File: src/rtl/pio_pkg.sv
package pio_pkg;
  localparam int unsigned ADDR_W = 3;

  localparam logic [ADDR_W-1:0] OFS_A    = 3'd0;
  localparam logic [ADDR_W-1:0] OFS_B    = 3'd1;
  localparam logic [ADDR_W-1:0] OFS_C    = 3'd2;
  localparam logic [ADDR_W-1:0] OFS_CTRL = 3'd3;
  localparam logic [ADDR_W-1:0] OFS_REL  = 3'd4;

  localparam int unsigned NGRP = 4;
  localparam int unsigned GRP_A  = 0;
  localparam int unsigned GRP_B  = 1;
  localparam int unsigned GRP_CH = 2;
  localparam int unsigned GRP_CL = 3;

  function automatic logic is_mode_word(input logic [7:0] b);
    return b[7];
  endfunction

  function automatic logic [NGRP-1:0] dir_field(input logic [7:0] b);
    return b[NGRP-1:0];
  endfunction
endpackage

File: src/rtl/pio_bus_dec.sv
module pio_bus_dec
  import pio_pkg::*;
#(
  parameter int unsigned PORT_W = 8,
  localparam int unsigned IDX_W = $clog2(PORT_W)
) (
  input  logic              bus_we,
  input  logic [ADDR_W-1:0] bus_addr,
  input  logic [PORT_W-1:0] bus_wdata,
  output logic [2:0]        port_wr,
  output logic              mode_wr,
  output logic              bsr_wr,
  output logic              rel_wr,
  output logic [NGRP-1:0]   new_dir,
  output logic [IDX_W-1:0]  bsr_idx,
  output logic              bsr_val
);
  logic ctrl_hit;
  logic unused_wdata;

  assign unused_wdata = ^bus_wdata;
  assign ctrl_hit = bus_we && (bus_addr == OFS_CTRL);

  assign port_wr[0] = bus_we && (bus_addr == OFS_A);
  assign port_wr[1] = bus_we && (bus_addr == OFS_B);
  assign port_wr[2] = bus_we && (bus_addr == OFS_C);

  assign mode_wr = ctrl_hit && is_mode_word(bus_wdata[7:0]);
  assign bsr_wr  = ctrl_hit && !is_mode_word(bus_wdata[7:0]);
  assign rel_wr  = bus_we && (bus_addr == OFS_REL) && bus_wdata[0];

  assign new_dir = dir_field(bus_wdata[7:0]);
  assign bsr_idx = bus_wdata[IDX_W:1];
  assign bsr_val = bus_wdata[0];
endmodule

File: src/rtl/pio_mode_reg.sv
module pio_mode_reg
  import pio_pkg::*;
(
  input  logic            clk,
  input  logic            rst_n,
  input  logic            tri_mode,
  input  logic            mode_wr,
  input  logic            rel_wr,
  input  logic [NGRP-1:0] new_dir,
  output logic [NGRP-1:0] dir_q,
  output logic            float_q
);
  always_ff @(posedge clk) begin
    if (!rst_n) begin
      dir_q   <= '1;
      float_q <= 1'b0;
    end else if (mode_wr) begin
      dir_q <= new_dir;
      if (tri_mode) float_q <= 1'b1;
    end else if (rel_wr) begin
      float_q <= 1'b0;
    end
  end
endmodule

File: src/rtl/pio_latch_grp.sv
module pio_latch_grp #(
  parameter int unsigned GW     = 8,
  parameter int unsigned IDX_W  = 3,
  parameter int unsigned BASE   = 0,
  parameter bit          BSR_EN = 1'b0
) (
  input  logic             clk,
  input  logic             rst_n,
  input  logic             is_in,
  input  logic             clr,
  input  logic             wr,
  input  logic [GW-1:0]    wr_data,
  input  logic             bsr_wr,
  input  logic [IDX_W-1:0] bsr_idx,
  input  logic             bsr_val,
  output logic [GW-1:0]    lat_q
);
  logic [GW-1:0] lat_nxt;

  always_comb begin
    lat_nxt = lat_q;
    if (clr) begin
      lat_nxt = '0;
    end else if (!is_in) begin
      if (wr) lat_nxt = wr_data;
      for (int i = 0; i < int'(GW); i++) begin
        if (BSR_EN && bsr_wr && (int'(bsr_idx) == int'(BASE) + i))
          lat_nxt[i] = bsr_val;
      end
    end
  end

  always_ff @(posedge clk) begin
    if (!rst_n) lat_q <= '0;
    else        lat_q <= lat_nxt;
  end
endmodule

File: src/rtl/pio_tristate_ports.sv
module pio_tristate_ports
  import pio_pkg::*;
#(
  parameter int unsigned PORT_W = 8,
  localparam int unsigned HALF_W = PORT_W / 2,
  localparam int unsigned IDX_W  = $clog2(PORT_W),
  localparam int unsigned NP     = 3 * PORT_W
) (
  input  logic              clk,
  input  logic              rst_n,
  input  logic              tri_mode,
  input  logic              bus_we,
  input  logic [2:0]        bus_addr,
  input  logic [PORT_W-1:0] bus_wdata,
  output logic [PORT_W-1:0] bus_rdata,
  input  logic [NP-1:0]     pad_in,
  output logic [NP-1:0]     pin_out,
  output logic [NP-1:0]     pin_oe
);
  logic [2:0]       port_wr;
  logic             mode_wr;
  logic             bsr_wr;
  logic             rel_wr;
  logic [NGRP-1:0]  new_dir;
  logic [IDX_W-1:0] bsr_idx;
  logic             bsr_val;
  logic [NGRP-1:0]  dir_q;
  logic             float_q;

  pio_bus_dec #(.PORT_W(PORT_W)) u_dec (
    .bus_we   (bus_we),
    .bus_addr (bus_addr),
    .bus_wdata(bus_wdata),
    .port_wr  (port_wr),
    .mode_wr  (mode_wr),
    .bsr_wr   (bsr_wr),
    .rel_wr   (rel_wr),
    .new_dir  (new_dir),
    .bsr_idx  (bsr_idx),
    .bsr_val  (bsr_val)
  );

  pio_mode_reg u_mode (
    .clk     (clk),
    .rst_n   (rst_n),
    .tri_mode(tri_mode),
    .mode_wr (mode_wr),
    .rel_wr  (rel_wr),
    .new_dir (new_dir),
    .dir_q   (dir_q),
    .float_q (float_q)
  );

  for (genvar g = 0; g < int'(NGRP); g++) begin : g_grp
    localparam int unsigned GW   = (g < 2) ? PORT_W : HALF_W;
    localparam int unsigned LSB  = (g == 0) ? 0 :
                                   (g == 1) ? PORT_W :
                                   (g == 2) ? 2 * PORT_W + HALF_W : 2 * PORT_W;
    localparam int unsigned DLSB = (g == 2) ? HALF_W : 0;
    localparam int unsigned BASE = (g == 2) ? HALF_W : 0;
    localparam int unsigned PWI  = (g < 2) ? g : 2;

    pio_latch_grp #(
      .GW    (GW),
      .IDX_W (IDX_W),
      .BASE  (BASE),
      .BSR_EN(g >= 2)
    ) u_lat (
      .clk    (clk),
      .rst_n  (rst_n),
      .is_in  (dir_q[g]),
      .clr    (mode_wr),
      .wr     (port_wr[PWI]),
      .wr_data(bus_wdata[DLSB +: GW]),
      .bsr_wr (bsr_wr),
      .bsr_idx(bsr_idx),
      .bsr_val(bsr_val),
      .lat_q  (pin_out[LSB +: GW])
    );

    assign pin_oe[LSB +: GW] = {GW{!dir_q[g] && !float_q}};
  end

  always_comb begin
    bus_rdata = '0;
    case (bus_addr)
      OFS_A:    bus_rdata = pad_in[0 +: PORT_W];
      OFS_B:    bus_rdata = pad_in[PORT_W +: PORT_W];
      OFS_C:    bus_rdata = pad_in[2*PORT_W +: PORT_W];
      OFS_CTRL: begin
        bus_rdata[7]        = 1'b1;
        bus_rdata[NGRP-1:0] = dir_q;
      end
      OFS_REL:  bus_rdata[0] = float_q;
      default:  bus_rdata = '0;
    endcase
  end
endmodule

File: config.mk
export PLATFORM = sky130hd
export DESIGN_NAME = pio_tristate_ports
export DESIGN_NICKNAME = d
export VERILOG_FILES = /design/src/rtl/pio_pkg.sv /design/src/rtl/pio_bus_dec.sv /design/src/rtl/pio_mode_reg.sv /design/src/rtl/pio_latch_grp.sv /design/src/rtl/pio_tristate_ports.sv
export SDC_FILE = /design/constraint.sdc
export NUM_CORES = 1
export LEC_CHECK = 0
export ABC_AREA = 1
export CORE_MARGIN = 2
export CORE_UTILIZATION = 39
export DETAILED_ROUTE_END_ITERATION = 16
export PLACE_DENSITY = 0.81
export SETUP_SLACK_MARGIN = 0.1
export SLEW_MARGIN = 20
export SYNTH_ARGS = -nofsm -noshare
export SYNTH_HDL_FRONTEND = slang
export SYNTH_SLANG_ARGS = --single-unit
File: constraint.sdc
create_clock -name clk -period 1.66 [get_ports clk]
set_clock_uncertainty 0.15 [all_clocks]
set_input_delay 0.332 -clock clk [delete_from_list [all_inputs] [get_ports clk]]
set_output_delay 0.332 -clock clk [all_outputs]
set_load 0.005 [all_outputs]
==> impl_metrics.ini <==
[run]
maxCapViolCount = 0

[placed_design]
routabilityCongestion = 0.8928
numPlacedInstances = 419
placed_area_um2 = 2838
port_buffers = 94
hpwl_mm = 4.049

[setup_path]
reg2reg_slack_ns = 0.29
path_class = flip-flop to output pin
crit_fanout = 3
r2r-start = u_mode.dir_q[1]
required_ns = 1.18
crit_chain = buf_6, nand3_2, nand2_2, a21oi_2, nand3_1, buf_2
worstSetupEndpointType = output pin
cp_top_family = flip-flops
r2r-end = g_grp[1].u_lat.lat_q[6]
ff2ff_path_depth = 7
critPathMaxStageDelay_ns = 0.35
cp_slowest_cell = dfxtp_4
critical_path_buf_inv_count = 2
cp-start-kind = flip-flop
crit_arrival_ns = 1.18

[routing]
antenna_left = 0
wl_met1_mm = 2.314
wl_per_cell_um = 13.59
routed_wl_mm = 6.047
drt_pass1_iterations = 4
avgViaCountPerCell = 4.955
vias = 2205
drc = 0
highest_layer = met4
drt_iter0_markers = 81
met2_length_mm = 3.151
met3_length_um = 425

[sta]
finalSetupViolations = 1
fin_crit_ns = 1.666
hold_violations = 0
post-route-period-util_pct = 100.4
worstMarginPinSlew_ns = 0.2683
setup_ws_ns = -0.006184
slew_headroom_pct = 82.10
fmax_ghz = 0.6002
drv_slew = 0
rsz0062_at_grt = yes
setup_tns_ns = -0.006184

[clock_tree]
clock_latency_ns = 0.28
clockBufferDepth = 2
path_clk_slew_ns = 0.06
cts_tree = yes
htreeDepth = 2
cts_sinks = 29
cts-root-buf = clkbuf_8
cts_made_buffers = 5

[logic_synthesis]
synth_edf_count = 0
synth-warning-count = 0
yosysTopAreaCell = dfxtp_1
synth_area_leaders = dfxtp_1, nand2_1, buf_4
ys.flop_type = dfxtp_1
netlist_instances = 263
avgSynthCellArea_um2 = 6.613
synth_cell_types = 25
ys_seq_area_share_pct = 33.38
yosysTopAreaCellShare_pct = 33.38
async_reset_ff_share_pct = 0
synth-seq-cells = 29
synth_nets = 302
syn_area_um2 = 1739

[cells_and_area]
utilization_pct = 74.59
nets = 431
multi_input_area_um2 = 1085
final_common_cell = nand2_1
ff_latch_area_um2 = 596.8
num_antenna_cells = 0
fillers = 322
layout_common_cells = nand2_1, buf_4, nor2_1, clkdlybuf4s50_1, buf_6
fin_cells = 445
area_growth_pct = 85.47
drive_gt1_share_pct = 39.44
fin_area_um2 = 3226

[status]
status = finished, violations left
violations = setup timing

[power_and_ir_drop]
ir_worst_vdd_uv = 423.5
p_comb_share_pct = 23.2
power_density_nw_per_um2 = 504.4
p_sw_share_pct = 26.65
p_int_mw = 1.193
seqPwrFrac_pct = 43.0
clkPwrFrac_pct = 33.8
p_leak_nw = 1.750
p_sw_mw = 0.4337

[floorplanning]
start_util_pct = 40.22
core-area_um2 = 4324
chipWidth_um = 70.78
dieArea_um2 = 5010
die_h_um = 70.78
num_rows = 24
boundaryPins = 95

[global_route]
grt_max_degree = 14
antenna_found_initial = 0
grt_pass1_wl_mm = 9.252
grt_use_total_pct = 23.08
grt_pass1_vias = 1983
overflow = 0

[hold_path]
hp-class = flip-flop to flip-flop
worstHoldEndpoint = g_grp[1].u_lat.lat_q[4]
min_from = g_grp[1].u_lat.lat_q[4]
hold_path_depth = 2
## cell families (layout without fill, tap and decap cells)
kind of cell | Yosys count | in the layout | synth area share [%]
compound gates | 31 | 31 | 11.80
buf+inv | 46 | 175 | 15.61
flops | 29 | 29 | 33.38
simple gates | 157 | 158 | 39.21
## power by group through the flow
stage	logic [mW]	registers [mW]	clock network [mW]
after detailed placement	0.331	0.718	0
final	0.377	0.700	0.550
after floorplan	0.108	0.717	0
after global placement	0.327	0.718	0
after global routing	0.405	0.700	0.599
after CTS	0.345	0.700	0.570
## how the worst max path moves through the flow
stage / start / endpoint / cells after the start
finish: u_mode.float_q / bus_rdata[0] / 6
global route: u_mode.float_q / bus_rdata[0] / 6
CTS: u_mode.float_q / bus_rdata[0] / 6
detailed placement: bus_addr[0] / bus_rdata[0] / 9
global placement: bus_addr[1] / bus_rdata[2] / 8
floorplan: bus_addr[2] / bus_rdata[1] / 5
## metrics by stage
stage	setup WS (ns)	total power [mW]	hold slack (ns)
6_report	-0.006184	1.627	0.3113
5_1_grt	-0.07018	1.704	0.3389
4_1_cts	-0.05823	1.615	0.3128
3_5_place_dp	-0.7418	1.049	0.3062
3_3_place_gp	-0.6969	1.045	0.3001
2_1_floorplan	0.2372	0.8256	0.2806
## sequential cells by signal (all words and copies together), names as in the netlist
| name | flops |
|---|---|
| u_mode.float_q | 1 |
| u_mode.dir_q | 4 |
| g_grp.u_lat.lat_q | 24 |
## worst min-delay path: cells and delay by family, from the launching register on
kind	cells	cell delay (ns)
flops	1	0.30
simple gates	1	0.06
compound gates	1	0.05
## cell usage after synthesis, types with 2 or more instances
cell       count
o211ai_1       4
buf_4         21
nor2_1        39
nand3_1       22
o21ai_0        4
nand2_1       85
a211oi_1       9
dfxtp_1       29
o2111ai_1      2
nor3_1         2
inv_2          6
inv_1         15
nand2_4        4
a21oi_1       10
## repair_timing
| item | in CTS | in global routing |
|---|---|---|
| cloned | 2 | 1 |
| hold buffers | 0 | 0 |
| pin swaps | 18 | 16 |
| setup buffers | 12 | 4 |
| setup endpoints to repair | 85 | 41 |
| resized for setup | 201 | 61 |
## layout make-up
cell class                 count  share of cell area (%)
clock inverter                 2                  0.3103
timing repair inverter         2                  0.3879
clock buffer                   6                   2.250
sequential                    29                   18.50
tap                           52                   2.017
multi-input combinational    189                   33.63
inverter                      22                   2.909
timing repair buffer         143                   39.99
## layer usage
metal,GRT usage (%),vias up
li1,-,1090
met1,27.78,998
met2,39.77,102
met3,4.843,15
met4,9.853,0
met5,0,-
Power figures use the tool's default switching activity.
